`config.mk`:
```
export PLATFORM = sky130hd
export DESIGN_NAME = i2c_mem_target
export DESIGN_NICKNAME = d
export VERILOG_FILES = /design/src/rtl/i2c_mem_pkg.sv /design/src/rtl/i2c_line_sync.sv /design/src/rtl/i2c_mem_engine.sv /design/src/rtl/i2c_mem_store.sv /design/src/rtl/i2c_mem_target.sv
export SDC_FILE = /design/constraint.sdc
export NUM_CORES = 1
export LEC_CHECK = 0
export ABC_CLOCK_PERIOD_IN_PS = 1360
export BUFFER_PORTS_ARGS = -buffer_cell sky130_fd_sc_hd__buf_2
export CAP_MARGIN = 20
export CORE_MARGIN = 2
export CORE_UTILIZATION = 25
export CTS_CLUSTER_SIZE = 16
export DETAILED_ROUTE_END_ITERATION = 12
export PLACE_DENSITY_LB_ADDON = 0.1
export SYNTH_ARGS = -nofsm -noshare
export SYNTH_HDL_FRONTEND = slang
export SYNTH_SLANG_ARGS = --single-unit
export TNS_END_PERCENT = 30
```
`constraint.sdc`:
```
create_clock -name clk -period 1.36 [get_ports clk]
set_input_delay 0.068 -clock clk [delete_from_list [all_inputs] [get_ports clk]]
set_output_delay 0.068 -clock clk [all_outputs]
set_load 0.02 [all_outputs]
```
`src/rtl/i2c_mem_pkg.sv`:
```
package i2c_mem_pkg;

  typedef enum logic [3:0] {
    ST_IDLE,
    ST_DEV,
    ST_DEV_ACK,
    ST_WADR,
    ST_WADR_ACK,
    ST_WDAT,
    ST_WDAT_ACK,
    ST_RDAT,
    ST_RACK
  } bus_state_t;

  localparam int unsigned BYTE_W = 8;
  localparam int unsigned BIT_CNT_W = 3;

endpackage

```
`src/rtl/i2c_line_sync.sv`:
```
module i2c_line_sync #(
  parameter int unsigned SYNC_STAGES = 2
) (
  input  logic clk,
  input  logic rst_n,
  input  logic scl_i,
  input  logic sda_i,
  output logic scl_lvl_o,
  output logic sda_lvl_o,
  output logic scl_rise_o,
  output logic scl_fall_o,
  output logic start_o,
  output logic stop_o
);

  localparam int unsigned PIPE_W = SYNC_STAGES + 1;

  logic [PIPE_W-1:0] scl_pipe_q, scl_pipe_d;
  logic [PIPE_W-1:0] sda_pipe_q, sda_pipe_d;

  always_comb begin
    scl_pipe_d = {scl_pipe_q[PIPE_W-2:0], scl_i};
    sda_pipe_d = {sda_pipe_q[PIPE_W-2:0], sda_i};
  end

  always_ff @(posedge clk or negedge rst_n) begin
    if (!rst_n) begin
      scl_pipe_q <= '1;
      sda_pipe_q <= '1;
    end else begin
      scl_pipe_q <= scl_pipe_d;
      sda_pipe_q <= sda_pipe_d;
    end
  end

  logic scl_now, scl_old, sda_now, sda_old;

  always_comb begin
    scl_now    = scl_pipe_q[SYNC_STAGES-1];
    scl_old    = scl_pipe_q[SYNC_STAGES];
    sda_now    = sda_pipe_q[SYNC_STAGES-1];
    sda_old    = sda_pipe_q[SYNC_STAGES];
    scl_lvl_o  = scl_now;
    sda_lvl_o  = sda_now;
    scl_rise_o = scl_now & ~scl_old;
    scl_fall_o = ~scl_now & scl_old;
    start_o    = scl_now & scl_old & sda_old & ~sda_now;
    stop_o     = scl_now & scl_old & ~sda_old & sda_now;
  end

endmodule

```
`src/rtl/i2c_mem_engine.sv`:
```
module i2c_mem_engine
  import i2c_mem_pkg::*;
#(
  parameter int unsigned ADDR_W = 7,
  parameter logic [3:0]  DEV_HI = 4'b1010
) (
  input  logic              clk,
  input  logic              rst_n,
  input  logic              sda_i,
  input  logic              scl_rise_i,
  input  logic              scl_fall_i,
  input  logic              start_i,
  input  logic              stop_i,
  input  logic [2:0]        addr_sel_i,
  input  logic [BYTE_W-1:0] rd_data_i,
  output logic              sda_pull_o,
  output logic [ADDR_W-1:0] ptr_o,
  output logic              wr_en_o,
  output logic [BYTE_W-1:0] wr_data_o
);

  localparam logic [BIT_CNT_W-1:0] LAST_BIT = BIT_CNT_W'(BYTE_W - 1);
  localparam logic [ADDR_W-1:0]    PTR_ONE  = ADDR_W'(1);

  bus_state_t             state_q, state_d;
  logic [BIT_CNT_W-1:0]   bit_q, bit_d;
  logic [BYTE_W-1:0]      sh_q, sh_d;
  logic [ADDR_W-1:0]      ptr_q, ptr_d;
  logic                   pull_q, pull_d;
  logic                   ackon_q, ackon_d;
  logic                   rw_q, rw_d;
  logic                   more_q, more_d;
  logic [BYTE_W-1:0]      rx_byte;
  logic [ADDR_W+BYTE_W-1:0] wadr_ext;
  logic [6:0]             dev_id;

  always_comb begin
    dev_id   = {DEV_HI, addr_sel_i};
    rx_byte  = {sh_q[BYTE_W-2:0], sda_i};
    wadr_ext = {{ADDR_W{1'b0}}, rx_byte};
  end

  always_comb begin
    state_d  = state_q;
    bit_d    = bit_q;
    sh_d     = sh_q;
    ptr_d    = ptr_q;
    pull_d   = pull_q;
    ackon_d  = ackon_q;
    rw_d     = rw_q;
    more_d   = more_q;
    wr_en_o  = 1'b0;
    if (stop_i) begin
      state_d = ST_IDLE;
      pull_d  = 1'b0;
      ackon_d = 1'b0;
    end else if (start_i) begin
      state_d = ST_DEV;
      bit_d   = '0;
      pull_d  = 1'b0;
      ackon_d = 1'b0;
    end else begin
      unique case (state_q)
        ST_IDLE: begin
          pull_d = 1'b0;
        end
        ST_DEV, ST_WADR, ST_WDAT: begin
          if (scl_rise_i) begin
            sh_d  = rx_byte;
            bit_d = bit_q + 1'b1;
            if (bit_q == LAST_BIT) begin
              if (state_q == ST_DEV) begin
                if (rx_byte[BYTE_W-1:1] == dev_id) begin
                  rw_d    = rx_byte[0];
                  state_d = ST_DEV_ACK;
                end else begin
                  state_d = ST_IDLE;
                end
              end else if (state_q == ST_WADR) begin
                ptr_d   = wadr_ext[ADDR_W-1:0];
                state_d = ST_WADR_ACK;
              end else begin
                wr_en_o = 1'b1;
                ptr_d   = ptr_q + PTR_ONE;
                state_d = ST_WDAT_ACK;
              end
            end
          end
        end
        ST_DEV_ACK, ST_WADR_ACK, ST_WDAT_ACK: begin
          if (scl_fall_i) begin
            if (!ackon_q) begin
              pull_d  = 1'b1;
              ackon_d = 1'b1;
            end else begin
              ackon_d = 1'b0;
              bit_d   = '0;
              if (state_q == ST_DEV_ACK && rw_q) begin
                state_d = ST_RDAT;
                sh_d    = rd_data_i;
                pull_d  = ~rd_data_i[BYTE_W-1];
              end else begin
                state_d = (state_q == ST_DEV_ACK) ? ST_WADR : ST_WDAT;
                pull_d  = 1'b0;
              end
            end
          end
        end
        ST_RDAT: begin
          if (scl_fall_i) begin
            if (bit_q == LAST_BIT) begin
              pull_d  = 1'b0;
              ptr_d   = ptr_q + PTR_ONE;
              state_d = ST_RACK;
            end else begin
              sh_d   = {sh_q[BYTE_W-2:0], 1'b0};
              pull_d = ~sh_q[BYTE_W-2];
              bit_d  = bit_q + 1'b1;
            end
          end
        end
        ST_RACK: begin
          if (scl_rise_i) begin
            more_d = ~sda_i;
          end
          if (scl_fall_i) begin
            if (more_q) begin
              state_d = ST_RDAT;
              sh_d    = rd_data_i;
              pull_d  = ~rd_data_i[BYTE_W-1];
              bit_d   = '0;
            end else begin
              state_d = ST_IDLE;
              pull_d  = 1'b0;
            end
          end
        end
        default: begin
          state_d = ST_IDLE;
          pull_d  = 1'b0;
        end
      endcase
    end
  end

  always_ff @(posedge clk or negedge rst_n) begin
    if (!rst_n) begin
      state_q <= ST_IDLE;
      bit_q   <= '0;
      sh_q    <= '0;
      ptr_q   <= '0;
      pull_q  <= 1'b0;
      ackon_q <= 1'b0;
      rw_q    <= 1'b0;
      more_q  <= 1'b0;
    end else begin
      state_q <= state_d;
      bit_q   <= bit_d;
      sh_q    <= sh_d;
      ptr_q   <= ptr_d;
      pull_q  <= pull_d;
      ackon_q <= ackon_d;
      rw_q    <= rw_d;
      more_q  <= more_d;
    end
  end

  always_comb begin
    sda_pull_o = pull_q;
    ptr_o      = ptr_q;
    wr_data_o  = rx_byte;
  end

  // idle means the line is released
  assert_idle_released_R1: assert property (@(posedge clk) disable iff (!rst_n)
    (state_q == ST_IDLE) |-> !sda_pull_o);

  // a start condition always opens an address phase
  assert_start_opens_dev_R2: assert property (@(posedge clk) disable iff (!rst_n)
    (start_i && !stop_i) |=> (state_q == ST_DEV));

  // a stop condition always ends in idle with the line free
  assert_stop_releases_R2: assert property (@(posedge clk) disable iff (!rst_n)
    stop_i |=> (state_q == ST_IDLE && !sda_pull_o));

  // each committed data byte advances the pointer by one
  assert_ptr_step_R7: assert property (@(posedge clk) disable iff (!rst_n)
    wr_en_o |=> (ptr_o == $past(ptr_o) + PTR_ONE));

endmodule

```
`src/rtl/i2c_mem_store.sv`:
```
module i2c_mem_store
  import i2c_mem_pkg::*;
#(
  parameter int unsigned MEM_DEPTH     = 128,
  parameter int unsigned ADDR_W        = 7,
  parameter bit          WP_UPPER_ONLY = 1'b1
) (
  input  logic              clk,
  input  logic              rst_n,
  input  logic              wr_en_i,
  input  logic [ADDR_W-1:0] addr_i,
  input  logic [BYTE_W-1:0] wr_data_i,
  input  logic              wp_i,
  output logic [BYTE_W-1:0] rd_data_o
);

  logic [BYTE_W-1:0] mem_q [MEM_DEPTH];
  logic              blocked;
  logic              commit;

  generate
    if (WP_UPPER_ONLY) begin : g_wp_upper
      always_comb blocked = wp_i & addr_i[ADDR_W-1];
    end else begin : g_wp_all
      always_comb blocked = wp_i;
    end
  endgenerate

  always_comb commit = wr_en_i & ~blocked;

  always_ff @(posedge clk) begin
    if (commit) begin
      mem_q[addr_i] <= wr_data_i;
    end
  end

  always_comb rd_data_o = mem_q[addr_i];

  // a write refused by protection leaves the addressed byte as it was
  assert_wp_holds_byte_R6: assert property (@(posedge clk) disable iff (!rst_n)
    (wr_en_i && wp_i && (!WP_UPPER_ONLY || addr_i[ADDR_W-1]))
      |=> (mem_q[$past(addr_i)] == $past(rd_data_o)));

endmodule

```
`src/rtl/i2c_mem_target.sv`:
```
module i2c_mem_target
  import i2c_mem_pkg::*;
#(
  parameter int unsigned MEM_DEPTH     = 128,
  parameter logic [3:0]  DEV_HI        = 4'b1010,
  parameter bit          WP_UPPER_ONLY = 1'b1,
  parameter int unsigned SYNC_STAGES   = 2
) (
  input  logic       clk,
  input  logic       rst_ni,
  input  logic       scl_i,
  input  logic       sda_i,
  output logic       sda_pull_o,
  input  logic [2:0] addr_sel_i,
  input  logic       wp_i
);

  localparam int unsigned ADDR_W = $clog2(MEM_DEPTH);

  logic [1:0] rst_q;
  logic       rst_n;

  always_ff @(posedge clk or negedge rst_ni) begin
    if (!rst_ni) begin
      rst_q <= 2'b00;
    end else begin
      rst_q <= {rst_q[0], 1'b1};
    end
  end

  always_comb rst_n = rst_q[1];

  logic scl_lvl, sda_lvl, scl_rise, scl_fall, start_c, stop_c;
  logic [ADDR_W-1:0] ptr;
  logic              wr_en;
  logic [BYTE_W-1:0] wr_data, rd_data;
  logic              pull;

  i2c_line_sync #(
    .SYNC_STAGES(SYNC_STAGES)
  ) u_sync (
    .clk       (clk),
    .rst_n     (rst_n),
    .scl_i     (scl_i),
    .sda_i     (sda_i),
    .scl_lvl_o (scl_lvl),
    .sda_lvl_o (sda_lvl),
    .scl_rise_o(scl_rise),
    .scl_fall_o(scl_fall),
    .start_o   (start_c),
    .stop_o    (stop_c)
  );

  i2c_mem_engine #(
    .ADDR_W(ADDR_W),
    .DEV_HI(DEV_HI)
  ) u_engine (
    .clk       (clk),
    .rst_n     (rst_n),
    .sda_i     (sda_lvl),
    .scl_rise_i(scl_rise),
    .scl_fall_i(scl_fall),
    .start_i   (start_c),
    .stop_i    (stop_c),
    .addr_sel_i(addr_sel_i),
    .rd_data_i (rd_data),
    .sda_pull_o(pull),
    .ptr_o     (ptr),
    .wr_en_o   (wr_en),
    .wr_data_o (wr_data)
  );

  i2c_mem_store #(
    .MEM_DEPTH    (MEM_DEPTH),
    .ADDR_W       (ADDR_W),
    .WP_UPPER_ONLY(WP_UPPER_ONLY)
  ) u_store (
    .clk      (clk),
    .rst_n    (rst_n),
    .wr_en_i  (wr_en),
    .addr_i   (ptr),
    .wr_data_i(wr_data),
    .wp_i     (wp_i),
    .rd_data_o(rd_data)
  );

  always_comb sda_pull_o = pull;

  // the pull-low is only ever switched on while the bus clock is low
  assert_pull_on_scl_low_R3: assert property (@(posedge clk) disable iff (!rst_n)
    $rose(sda_pull_o) |-> !scl_lvl);

endmodule

```
==> results.md, run 1 <==
Outcome:
- The flow ran to the end, but the final reports show violations.
- The checks that failed: setup timing.

GRT:
- The total global routing overflow is 0.
- The via count of the first global-routing pass is 25.29k.
- Entering global routing, the biggest net connects 71 pins.
- Global routing consumed, over all layers together, 16.05% of the routing resources.
- The initial antenna violation count is 2.
- The first-pass GRT wire length is 193400 um.

Clock network:
- CTS built an H-tree with a depth of 3.
- The clock drives 1057 sinks.
- The total clock buffers created by CTS is 121.
- The CTS tree is done.
- The maximum root-to-sink buffer count is 3.
- The CTS clock-pin slew for the worst setup and hold paths is 0.06 ns.
- The clock latency at the later pin of the worst-skew pair is 0.78 ns.
- The tree is rooted in a sky130_fd_sc_hd__clkbuf_16.

Timing:
- At the pin with the least slew margin, the transition time is 0.7463 ns.
- Setup repair after global routing could not meet its margin everywhere.
- Static timing analysis puts the maximum clock frequency at 347.2 MHz.
- The worst hold slack is 0.1529 ns.
- The part of the cycle the worst path needs is 211.8%.
- The final-report setup violation count is 1669.
- The final setup skew is 0.03989 ns.
- The setup slack after layout is -1.520 ns.
- The final setup TNS is -1056.50 ns.
- For the finished layout, the period the worst path requires is 2.880 ns.
- The final max-slew violation count is 0.
- The number of hold violations in the final report is 0.
- In this run the tightest slew margin relative to its limit is 50.25%.

Finish:
- Leaving out fill and tap cells, the most frequent cells in the layout are 1024 x sky130_fd_sc_hd__edfxtp_1, 306 x sky130_fd_sc_hd__buf_4, 169 x sky130_fd_sc_hd__buf_12, 136 x sky130_fd_sc_hd__mux4_2, 129 x sky130_fd_sc_hd__nor2_4.
- The number of inserted filler cells in the final layout is 15.68k.
- From synthesis to final layout, the design area changed by 34.21%.
- For this run, the share of the core covered by cells in the final layout is 33.75%.
- The library cell used most frequently in the layout, excluding fill and tap cells, is sky130_fd_sc_hd__edfxtp_1.
- In the final layout, the share of cells above drive strength 1 is 37.25%.
- After the last flow step, the layout net total stands at 2867.
- The post-route standard cell area excluding fillers is 55690 um^2.

Logic synthesis:
- The sequential element share of the synthesized area is 76.11%.
- The mean post-synth cell area is 17.84 um^2.
- Summing the areas of all xor and xnor instances in the mapped netlist gives 0.1055% of the synthesized area.
- For this run, the leading register cell type out of synthesis is sky130_fd_sc_hd__edfxtp_1.
- The largest family of logic cells by synthesized area is compound AO/OA/AOI/OAI gates.
- The synthesized netlist devotes 9.528% of its cell area to compound gates.
- The number of instances in the synthesized netlist is 2326.
- After synthesis the cells add up to 41490 um^2.
- Of all flip-flops after synthesis, the portion carrying an async set or reset was 3.122%.
- The number of nets produced by synthesis is 2337.
- In this run, synthesis inferred 1024 flip-flops with an integrated enable.
- Synthesis inferred 1057 register bits.
- The number of distinct library cells after synthesis is 77.
- The synthesized-area fraction occupied by and/or/nand/nor cells is 4.240%.
- The post-synthesis mux area share is 7.807%.
- The number of warnings reported in the yosys synthesis log is 0.
- Summing the areas of all fa, ha and maj instances in the mapped netlist gives 0.09046% of the synthesized area.

Placement:
- The worst slack after detailed placement is -1.785 ns.
- The final weighted congestion of routability-driven global placement is 0.8143.
- The port buffer count is 8.
- Summing all placed instances gives a cell area of 49710 um^2.
- After legalization and detailed placement, the total HPWL measured 89150 um.

Critical path:
- Data on the critical path is required at its endpoint by 1.98 ns.
- The worst-path maximum fanout is 7.
- The signal arrival time at the worst endpoint is 3.50 ns.
- The startpoint type of the worst setup path is a flip-flop.
- The classification of the worst setup path is reg2reg.
- The critical path capture point type is a flip-flop.

Die:
- The area of the die is 169300 um^2.
- The top-level port count is 9.
- From bottom edge to top edge, the die measures 411.4 um.
- The initial utilization of the core area, before any placement, comes to 25.15%.
- The core region is 165000 um^2.
- The floorplan step set the die width to 411.4 um.
- The initialized floorplan defines 149 standard-cell rows.

Pwr:
- The cell area power density is 1412 nW/um^2.
- In this run the static leakage power is 0.01781 uW.
- The maximum vdd drop is 1.106 mV.

Routing:
- After detailed routing, the average wire length per cell comes to 26.53 um.
- The routed via count divided by cell count is 4.719.
- The number of DRC markers in iteration 0 is 1920.
- Detailed routing inserted a total of 24.29k vias.
- In the routed design, unresolved DRC markers number 0.
- The count of nets left with antenna violations once routing finished came out at 0.
- For this block, the routed nets add up to 136500 um of wire.
- The first-pass iteration count of the detailed router is 7.

Worst hold path:
- The worst hold path class is in2async.

Run:
- The reported max-cap violation count is 0.
kinds of logic (layout without fill, tap and decap cells):
family	count (synthesis)	after routing
AOI/OAI and AO/OA	545	545
xor gates and xnor gates	5	5
adders and majority gates	3	3
buffers and inverters	165	795
DFF	1057	1057
muxes	153	153
other	1	2
and+or+nand+nor	397	397
final cells by class:
| cell class | count | area [um^2] | area share [%] |
|---|---|---|---|
| diodes | 1 | 2.502 | 0.004494 |
| clock buffers | 151 | 3183 | 5.716 |
| clock inverters | 72 | 701.9 | 1.260 |
| inverters | 9 | 36.28 | 0.06516 |
| multi-input cells | 1104 | 10590 | 19.02 |
| flip-flops and latches | 1057 | 31630 | 56.80 |
| well taps | 2189 | 2739 | 4.918 |
| repair buffers | 563 | 6803 | 12.22 |
metrics by stage:
stage	cells	power (uW)
floorplan	2326	42500
global placement	4827	47070
detailed placement	4827	47300
CTS	5133	79790
global route	5145	81490
finish	5146	78650
where the power goes:
part,switching (uW),leakage (uW),total (uW),internal [uW]
clock,13300,0.00189,32100,18800
combinational,5720,0.00620,7430,1720
sequential,181,0.00972,39200,39000
total,19200,0.0178,78700,59500
Yosys cell counts, drive strengths merged (4+ instances only):
cell type / number / area, um^2
edfxtp: 1024 / 30750
nor2: 177 / 664.4
mux4: 136 / 3063
nand2: 114 / 430.4
buf: 106 / 653.1
o21ai: 102 / 510.5
a21oi: 86 / 430.4
a22oi: 83 / 623.1
a221oi: 68 / 626.8
a221o: 50 / 500.5
clkbuf: 50 / 187.7
o211ai: 33 / 252.7
dfrtp: 27 / 675.7
a31oi: 21 / 131.4
nor3: 21 / 105.1
nand3: 16 / 80.08
a22o: 14 / 122.6
and2: 14 / 87.59
mux2i: 12 / 120.1
nor2b: 10 / 62.56
o2111ai: 10 / 87.58
inv: 9 / 33.78
o31ai: 9 / 67.56
nand4: 7 / 43.79
o31a: 7 / 61.31
a211o: 6 / 52.55
and3: 6 / 37.54
dfstp: 6 / 157.7
nand2b: 6 / 37.54
nand3b: 6 / 45.04
o21a: 6 / 45.04
o22ai: 6 / 37.54
a2bb2oi: 5 / 43.79
a31o: 5 / 43.79
a32o: 5 / 50.05
mux2: 5 / 56.30
or3: 5 / 36.28
a32oi: 4 / 35.03
nor3b: 4 / 30.03
o221ai: 4 / 41.29
routing by layer:
layer / global-route usage (%) / vias to the layer above / share of wire, %
met4: 5.103 / 2 / 2.9
met1: 21.82 / 12843 / 45
met3: 3.227 / 184 / 4.8
met2: 25.67 / 563 / 47
met5: 0 / - / 0.0095
li1: - / 10693 / -
what timing repair did:
item	CTS	global route
resized for setup	153	42
gates cloned	7	1
hold buffers	9	0
setup endpoints to repair	1683	1752
pin swaps	81	39
hold endpoints to repair	5	0
buffers inserted	67	14
worst max-delay path, cell delays in order, from the launching register on:
cell and delay [ns]:
sky130_fd_sc_hd__dfrtp_4 0.45, sky130_fd_sc_hd__buf_12 0.17, sky130_fd_sc_hd__buf_8 0.14, sky130_fd_sc_hd__buf_12 0.13, sky130_fd_sc_hd__mux4_2 0.51, sky130_fd_sc_hd__nand2_2 0.09, sky130_fd_sc_hd__o2111ai_2 0.11, sky130_fd_sc_hd__o211ai_1 0.30
sky130_fd_sc_hd__o31a_1 0.33, sky130_fd_sc_hd__a31oi_4 0.20, sky130_fd_sc_hd__a32o_1 0.30
worst paths after layout:
| kind | end | from | slack (ns) | depth (start not counted) |
|---|---|---|---|---|
| min in group clk | rst_q[1]$_DFF_PN0_ | rst_q[0]$_DFF_PN0_ | 0.36 | 0 |
| min | rst_q[1]$_DFF_PN0_ | rst_ni | 0.15 | 3 |
| max reg2reg | u_engine.sh_q[6]$_DFFE_PN0P_ | u_engine.ptr_o[0]$_DFFE_PN0P_ | -1.52 | 10 |
| max | u_engine.sh_q[6]$_DFFE_PN0P_ | u_engine.ptr_o[0]$_DFFE_PN0P_ | -1.52 | 10 |
| max in group asynchronous | u_sync.sda_pipe_q[2]$_DFF_PN1_ | rst_q[1]$_DFF_PN0_ | 0.86 | 1 |
| min reg2reg | u_engine.bit_q[2]$_DFFE_PN0P_ | rst_q[1]$_DFF_PN0_ | 0.24 | 1 |
sequential cells by signal (all words and copies together), names as in the netlist:
signal               cells
u_engine.ptr_o           7
u_sync.sda_pipe_q        3
u_engine.more_q          1
u_engine.sh_q            7
rst_q                    2
u_engine.state_q         4
u_engine.ackon_q         1
u_store.mem_q         1024
u_engine.sda_pull_o      1
u_engine.bit_q           3
u_engine.rw_q            1
u_sync.scl_pipe_q        3
Power figures use the tool's default switching activity.
==> run 2: changes to the inputs <==
--- a/config.mk
+++ b/config.mk
@@ -10,9 +10,12 @@
 export CAP_MARGIN = 20
 export CORE_MARGIN = 2
 export CORE_UTILIZATION = 25
+export CTS_CLUSTER_DIAMETER = 100
 export CTS_CLUSTER_SIZE = 16
 export DETAILED_ROUTE_END_ITERATION = 12
+export MAX_ROUTING_LAYER = met4
 export PLACE_DENSITY_LB_ADDON = 0.1
+export SKIP_LAST_GASP = 1
 export SYNTH_ARGS = -nofsm -noshare
 export SYNTH_HDL_FRONTEND = slang
 export SYNTH_SLANG_ARGS = --single-unit
==> results.md, run 2 (same netlist as run 1, synthesis figures left out) <==
GRT:
- The via count of the first global-routing pass was 24.70k (-2.3%).
- The first-pass GRT wire length is 191800 um (-0.82%).
- The pin count of the biggest net entering global routing is 71 (unchanged).
- The overall global routing resource usage came to 16.40% (+0.36 points).
- The initial antenna violation count is 2 (unchanged).
- The total global routing overflow came to 0 (unchanged).

Placement:
- The cell count after placement is 4827 (unchanged).
- The worst slack after detailed placement was -1.785 ns (unchanged).
- The final weighted congestion of routability-driven global placement is 0.8264 (+1.5%).
- The port buffer count was 8 (unchanged).
- The placed wire-length estimate is 89150 um (unchanged).

Run:
- The reported max-cap violation count was 0 (unchanged).

Routing:
- The first-pass iteration count of the detailed router is 7 (unchanged).
- The routed via count divided by cell count was 4.778 (+1.2%).
- The number of DRC markers in iteration 0 was 2076 (+8.1%).
- The number of remaining DRC errors came to 0 (unchanged).
- The post-route antenna net violation count is 0 (unchanged).
- The final wirelength is 136600 um (about the same).
- The via count was 24.02k (-1.1%).
- The routed wire length per instance was 27.18 um (+2.4%).

Timing:
- The time the final worst path needs with I/O delays and setup came to 2.861 ns (-0.01924 ns).
- The final-report setup violation count came to 1713 (+2.6%).
- The transition time of the tightest slew-check pin was 0.7396 ns (-0.006716 ns).
- The final setup skew is 0.04192 ns (+0.002036 ns).
- The number of hold violations in the final report is 0 (unchanged).
- The part of the cycle the worst path needs is 210.4% (-1.4 points).
- The upper clock frequency limit is 349.5 MHz (+0.67%).
- The final setup TNS is -1125.06 ns (-68.56 ns).
- Setup repair after global routing could not meet its margin everywhere.
- The tightest slew margin relative to the limit is 50.69% (+0.45 points).
- The final max-slew violation count is 0 (unchanged).
- The setup slack after layout was -1.501 ns (+0.01924 ns).

Critical path:
- The worst-path maximum fanout is 7 (unchanged).
- The signal arrival time at the worst endpoint was 3.45 ns (-0.05 ns).
- The required time of the worst setup path is 1.95 ns (-0.03 ns).
- The classification of the worst setup path is reg2reg.
- The critical path capture point type is a flip-flop.
- The startpoint type of the worst setup path is a flip-flop.

Pwr:
- The total leakage power is 0.01704 uW (-4.4%).
- The cell area power density is 1270 nW/um^2 (-10%).
- The post-layout total power came to 68680 uW (-13%).
- The maximum vdd drop came to 0.7911 mV (-28%).

Finish:
- The library cell used most frequently in the layout, excluding fill and tap cells, is sky130_fd_sc_hd__edfxtp_1.
- The area growth from synthesis to final layout is 30.29%.
- The fraction of layout cells with a size suffix above 1 is 35.84% (-1.4 points).
- The number of inserted filler cells in the final layout is 15.79k (+0.64%).
- The number of flip-flops in the largest register came to 1024 (unchanged).
- The count of non-filler cells in the finished layout is 5027 (-2.3%).
- Ranked by flip-flop count, first place goes to u_store.mem_q.
- Leaving out fill and tap cells, the most frequent cells in the layout are 1024 x sky130_fd_sc_hd__edfxtp_1, 300 x sky130_fd_sc_hd__buf_4, 172 x sky130_fd_sc_hd__buf_12, 136 x sky130_fd_sc_hd__mux4_2, 128 x sky130_fd_sc_hd__nor2_4.
- The final layout net count is 2824 (-1.5%).

Clock network:
- The CTS clock-pin slew for the worst setup and hold paths is 0.08 ns (+0.02 ns).
- In this run the clock root is driven by a sky130_fd_sc_hd__clkbuf_16.
- TritonCTS built the clock tree.
- The total number of H-tree levels is 3 (unchanged).
- The clock latency at the later pin of the worst-skew pair came to 0.70 ns (-0.08 ns).
- The maximum root-to-sink buffer count is 3 (unchanged).
- The clock net sink count came to 1057 (unchanged).
- The total clock buffers created by CTS is 77 (-36%).

Outcome:
- The run finished, with violations left.
- The final reports fail on setup timing.

Worst hold path:
- The path class of the tightest hold or removal check is in2async.

Die:
- The top-level port count is 9 (unchanged).
- The area of the die is 169300 um^2 (unchanged).
- The floorplan die height is 411.4 um (unchanged).
- The floorplan core area is 165000 um^2 (unchanged).
- The die span in x is 411.4 um (unchanged).
- The number of standard-cell rows in the floorplan is 149 (unchanged).
- The initial standard-cell utilization of the core is 25.15% (unchanged).
run 2: worst max-delay path, cell delays in order, from the launching register on:
cell and delay [ns]:
sky130_fd_sc_hd__dfrtp_4 0.46, sky130_fd_sc_hd__buf_12 0.17, sky130_fd_sc_hd__buf_8 0.14, sky130_fd_sc_hd__buf_12 0.14
sky130_fd_sc_hd__mux4_2 0.51, sky130_fd_sc_hd__nand2_1 0.09, sky130_fd_sc_hd__o2111ai_1 0.14, sky130_fd_sc_hd__o211ai_1 0.31
sky130_fd_sc_hd__o31a_1 0.32, sky130_fd_sc_hd__a31oi_4 0.19, sky130_fd_sc_hd__a32o_1 0.26
run 2: area by class of cell:
type | instances | area [um^2] | share of cell area (%)
Sequential cell | 1057 | 31630 | 58.50
Multi-Input combinational cell | 1104 | 10610 | 19.62
Timing Repair Buffer | 564 | 6887 | 12.74
Tap cell | 2189 | 2739 | 5.066
Clock buffer | 94 | 2076 | 3.839
Clock inverter | 7 | 81.33 | 0.1504
Inverter | 9 | 38.79 | 0.07174
Antenna cell | 3 | 7.507 | 0.01389
run 2: repair_timing:
action	4_1_cts	5_1_grt
gates cloned	6	3
gates resized for setup	136	64
hold buffers	9	0
endpoints found under the setup margin	1709	1781
hold endpoints to repair	5	0
pin swaps	69	52
buffers inserted	63	16
run 2: worst paths after layout:
| check | startpoint | slack (ns) | endpoint | cells past startpoint |
|---|---|---|---|---|
| worst max-delay path | u_engine.ptr_o[0]$_DFFE_PN0P_ | -1.50 | u_engine.sh_q[3]$_DFFE_PN0P_ | 10 |
| worst min-delay path | rst_ni | 0.21 | rst_q[0]$_DFF_PN0_ | 3 |
| worst max register to register | u_engine.ptr_o[0]$_DFFE_PN0P_ | -1.50 | u_engine.sh_q[3]$_DFFE_PN0P_ | 10 |
| worst min register to register | rst_q[1]$_DFF_PN0_ | 0.25 | u_engine.bit_q[2]$_DFFE_PN0P_ | 1 |
| max in group asynchronous | rst_q[1]$_DFF_PN0_ | 0.85 | u_sync.scl_pipe_q[1]$_DFF_PN1_ | 1 |
| min in group clk | u_sync.scl_pipe_q[0]$_DFF_PN1_ | 0.36 | u_sync.scl_pipe_q[1]$_DFF_PN1_ | 0 |
run 2: per-stage QoR:
step                instance area (um^2)  hold slack [ns]  util [%]
global placement                   49710          -0.1478     30.13
CTS                                53540           0.1454     32.45
global route                       54060           0.1886     32.76
detailed placement                 49710          -0.1446     30.13
finish                             54060           0.2067     32.77
floorplan                          42910          -0.2276         -
run 2: routing by layer:
layer	wire, um	GRT usage (%)	share of wire, %
met4	3320	4.686	2.4
met5	0	-	0
met2	65100	25.64	48
met3	6224	2.287	4.6
met1	61970	22.24	45
run 2: report_power, final:
group / internal (uW) / switching, uW / total, uW
clock: 10800 / 11400 / 22100
combinational: 1730 / 5700 / 7430
sequential: 38900 / 181 / 39100
total: 51400 / 17300 / 68700
==> run 3: changes to the inputs <==
--- a/config.mk
+++ b/config.mk
@@ -18,5 +18,6 @@
 export SKIP_LAST_GASP = 1
 export SYNTH_ARGS = -nofsm -noshare
 export SYNTH_HDL_FRONTEND = slang
+export SYNTH_HIERARCHICAL = 1
 export SYNTH_SLANG_ARGS = --single-unit
 export TNS_END_PERCENT = 30
==> results.md, run 3 <==
Outcome:
- The run finished, with violations left.
- The checks that failed: setup timing.

Logic synthesis:
- The mean post-synth cell area came to 15.72 um^2 (-12%).
- After synthesis, the cell types taking the most area are sky130_fd_sc_hd__edfxtp_1 73%, sky130_fd_sc_hd__a221oi_1 4.3%, sky130_fd_sc_hd__nor2_1 2.3%, sky130_fd_sc_hd__a22oi_1 1.9%, sky130_fd_sc_hd__mux2i_1 1.9%.
- The number of synthesized flops with an enable pin is 1024 (unchanged).
- Yosys instantiated no cell more often than sky130_fd_sc_hd__edfxtp_1.
- The number of distinct library cells after synthesis is 81 (+5.2%).
- The number of instances in the synthesized netlist was 2678 (+15%).
- The sequential element share of the synthesized area is 75.02% (-1.1 points).
- The fraction of registers with async set/reset is 3.122% (unchanged).
- The number of warnings reported in the yosys synthesis log is 6 (+6).
- Ranked by instance count, the synthesized netlist is headed by 1024 x sky130_fd_sc_hd__edfxtp_1, 253 x sky130_fd_sc_hd__nor2_1, 208 x sky130_fd_sc_hd__a221oi_1.
- The number of synthesized register bits is 1057 (unchanged).
- The number of nets produced by synthesis is 2689 (+15%).
- Of all cell types, the one taking the most synthesized area is sky130_fd_sc_hd__edfxtp_1.
- The most instantiated flip-flop cell in the synthesis netlist is sky130_fd_sc_hd__edfxtp_1.
- The fraction of synthesized cell area taken by the top area cell type is 73.04% (-1.1 points).
- The post-synthesis instance area is 42100 um^2 (+1.5%).

Placement:
- The final weighted congestion of routability-driven global placement is 0.8360 (+1.2%).
- The placed wire-length estimate was 113200 um (+27%).
- The total placed instance area is 50820 um^2 (+2.2%).
- The worst slack after detailed placement is -3.100 ns (-1.315 ns).
- The port buffer count was 8 (unchanged).

Timing:
- The time the final worst path needs with I/O delays and setup is 3.462 ns (+0.6007 ns).
- The final setup skew is 0.03792 ns (-0.004000 ns).
- Setup repair after global routing could not meet its margin everywhere.
- The final-report setup violation count is 1614 (-5.8%).
- The part of the cycle the worst path needs was 254.5% (+44 points).
- The number of hold violations in the final report is 0 (unchanged).
- The transition time of the tightest slew-check pin is 0.9387 ns (+0.1992 ns).
- The final max-slew violation count is 0 (unchanged).
- The tightest slew margin relative to the limit was 37.42% (-13 points).
- The setup slack after layout is -2.102 ns (-0.6007 ns).
- The worst hold slack is 0.1773 ns (-0.02938 ns).
- The upper clock frequency limit came to 288.9 MHz (-17%).

Routing:
- The highest layer touched by signal routing is met4.
- The routed metal-1 wirelength is 77110 um (+24%).
- The final wirelength is 166500 um (+22%).
- The length of routed met3 wiring is 5869 um (-5.7%).
- The number of DRC markers in iteration 0 is 2481 (+20%).
- The via count is 27.77k (+16%).
- The routed wire length per instance was 30.27 um (+11%).
- The post-route antenna net violation count is 0 (unchanged).
- The routed via count divided by cell count is 5.049 (+5.7%).
- The number of remaining DRC errors was 0 (unchanged).
- The first-pass iteration count of the detailed router came to 5 (-2).
- The met2 wire length is 80450 um (+24%).

Die:
- The floorplan die height is 414.4 um (+0.72%).
- The initial standard-cell utilization of the core is 25.18% (+0.027 points).
- The top-level port count is 9 (unchanged).
- The area of the die was 171700 um^2 (+1.4%).
- The floorplan core area is 167200 um^2 (+1.4%).
- The number of standard-cell rows in the floorplan is 150 (+0.67%).
- The die span in x came to 414.4 um (+0.72%).

Finish:
- The fraction of layout cells with a size suffix above 1 is 34.89% (-0.95 points).
- Compared with the post-synthesis result, the final layout area differs by 32.07%.
- The number of flip-flops in the largest register is 1024 (unchanged).
- The post-route standard cell area excluding fillers is 55600 um^2 (+2.8%).
- The largest register by flop count is u_store/mem_q.
- The library cells used most frequently in the layout, excluding fill and tap cells, are 1024 x sky130_fd_sc_hd__edfxtp_1, 462 x sky130_fd_sc_hd__buf_4, 169 x sky130_fd_sc_hd__a221oi_1, 135 x sky130_fd_sc_hd__buf_12, 130 x sky130_fd_sc_hd__nor2_4.
- The final layout net count was 3277 (+16%).
- The most common library cell in the layout ignoring fill and taps is sky130_fd_sc_hd__edfxtp_1.
- The number of inserted filler cells in the final layout was 16.10k (+2.0%).

Pwr:
- The switching power as a share of total power is 25.68% (+0.56 points).
- The cell area power density is 1271 nW/um^2 (about the same).
- The cell internal power dissipation came to 52530 uW (+2.2%).
- The total net switching power was 18150 uW (+5.2%).
- The part of the total power dissipated in sequential elements was 57.0% (about the same).
- The total leakage power was 0.01757 uW (+3.1%).
- The power share of the combinational group is 11.4% (+0.6 points).
- The maximum vdd drop is 1.001 mV (+27%).
- The clock power share came to 31.6% (-0.6 points).

Clock network:
- The CTS tree is done.
- The CTS clock-pin slew for the worst setup and hold paths is 0.08 ns (about the same).
- The total clock buffers created by CTS is 77 (unchanged).
- The total number of H-tree levels was 3 (unchanged).
- The clock latency at the later pin of the worst-skew pair is 0.71 ns (about the same).
- The clock net sink count is 1057 (unchanged).
- The maximum root-to-sink buffer count is 3 (unchanged).
- The clock root buffer is sky130_fd_sc_hd__clkbuf_16.

Critical path:
- The signal arrival time at the worst endpoint is 4.06 ns (+0.61 ns).
- The slack of the worst reg-to-reg path is -2.10 ns (-0.60 ns).
- The required time of the worst setup path is 1.96 ns (about the same).
- STA classifies the critical path endpoint as a flip-flop.
- The worst-path maximum fanout came to 6 (-1).
- The endpoint identified for the worst register-to-register timing path is u_engine/sh_q[3]$_DFFE_PN0P_.
- STA classifies the critical path startpoint as a flip-flop.
- The worst-case reg-to-reg path depth came to 13 (+3).
- In this run the critical register-to-register path is launched from u_engine/ptr_o[0]$_DFFE_PN0P_.
- The classification of the worst setup path is reg2reg.

GRT:
- The pin count of the biggest net entering global routing is 81 (+14%).
- The first-pass GRT wire length came to 232100 um (+21%).
- The via count of the first global-routing pass came to 28.36k (+15%).
- The initial antenna violation count is 1 (-1).
- The total global routing overflow is 0 (unchanged).
- The overall global routing resource usage is 19.60% (+3.2 points).

Worst hold path:
- The number of stages on the worst hold path is 7.
- In this run the worst hold path is classified as in2reg.
- The endpoint with the worst hold slack is u_engine/rw_q$_DFFE_PN0P_.
- The launch point of the worst hold path is addr_sel_i[2].

Run:
- The reported max-cap violation count is 0 (unchanged).
## run 3: cell types whose count changed after synthesis, moves of 41 or more
cell	delta
sky130_fd_sc_hd__mux4_2	-118
sky130_fd_sc_hd__a21oi_1	+50
sky130_fd_sc_hd__a221o_1	-41
sky130_fd_sc_hd__mux2i_1	+69
sky130_fd_sc_hd__nor2_1	+76
sky130_fd_sc_hd__a221oi_1	+145
## run 3: power by group through the flow
stage	clock, uW	combinational [uW]	sequential [uW]
final	22300	8090	40300
after global routing	24000	8810	40300
after CTS	23100	8440	40300
after detailed placement	0	8390	41000
after global placement	0	8170	41000
after floorplan	0	1090	42700
## run 3: timing repair
item,in CTS,in global routing
hold endpoints to repair,4,0
hold buffers,6,0
gates resized for setup,278,118
pin swaps,63,45
setup endpoints to repair,1603,1695
gates cloned,4,1
buffers inserted,55,23
## run 3: worst max-delay path by stage
stage                                           to  cells after the start                      startpoint  slack [ns]
CTS                   u_engine/sh_q[3]$_DFFE_PN0P_                     13   u_engine/ptr_o[0]$_DFFE_PN0P_       -2.05
global route          u_engine/sh_q[6]$_DFFE_PN0P_                     12   u_engine/ptr_o[2]$_DFFE_PN0P_       -2.12
global placement      u_engine/sh_q[1]$_DFFE_PN0P_                     14   u_engine/ptr_o[2]$_DFFE_PN0P_       -3.05
floorplan           u_store/mem_q[70][0]$_DFFE_PP_                      8  u_sync/sda_pipe_q[1]$_DFF_PN1_       -1.32
detailed placement    u_engine/sh_q[1]$_DFFE_PN0P_                     14   u_engine/ptr_o[2]$_DFFE_PN0P_       -3.10
finish                u_engine/sh_q[3]$_DFFE_PN0P_                     13   u_engine/ptr_o[0]$_DFFE_PN0P_       -2.10
## run 3: area by class of cell
class	instances	area (um^2)	share of cell area, %
Inverter	8	35.03	0.06301
Antenna cell	3	7.507	0.01350
Clock buffer	100	2056	3.697
Sequential cell	1057	31630	56.88
Multi-Input combinational cell	1403	11370	20.45
Timing Repair Buffer	719	7674	13.80
Tap cell	2204	2758	4.960
Clock inverter	6	77.57	0.1395
## run 3: worst max-delay path, stage by stage (launching register included)
cell and delay (ns):
sky130_fd_sc_hd__dfrtp_4 0.53, sky130_fd_sc_hd__buf_12 0.15, sky130_fd_sc_hd__buf_8 0.12, sky130_fd_sc_hd__nor2b_4 0.17
sky130_fd_sc_hd__buf_6 0.14, sky130_fd_sc_hd__buf_6 0.11, sky130_fd_sc_hd__buf_4 0.15, sky130_fd_sc_hd__a22oi_1 0.29
sky130_fd_sc_hd__o32ai_1 0.23, sky130_fd_sc_hd__nor4_2 0.31, sky130_fd_sc_hd__nand4b_1 0.26, sky130_fd_sc_hd__a2111o_1 0.35
sky130_fd_sc_hd__mux2_4 0.26, sky130_fd_sc_hd__mux2_4 0.26
## run 3: routing by layer
layer,up-vias,GRT usage [%]
met2,636,31.85
met4,0,3.626
li1,11992,-
met3,159,2.243
met5,-,-
met1,14984,26.61
## run 3: logic make-up after synthesis
group	count (synthesis)	share of synthesized area, %
AOI/OAI and AO/OA	715	12.35
xor gates and xnor gates	5	0.1040
adders and majority gates	4	0.1129
buffers and inverters	218	2.550
DFF	1057	75.02
muxes	143	4.119
other	1	0.008907
and+or+nand+nor	535	5.739
## run 3: stage by stage
stage	utilization (%)	TNS (ns)	power, uW	std cells
after global placement	30.39	-1815.90	49180	5310
after global routing	33.25	-1869.44	73140	5497
after detailed placement	30.39	-1850.13	49410	5310
final	33.25	-1737.12	70690	5500
after CTS	32.82	-1793.44	71820	5477
after floorplan	-	-1760.46	43810	2678
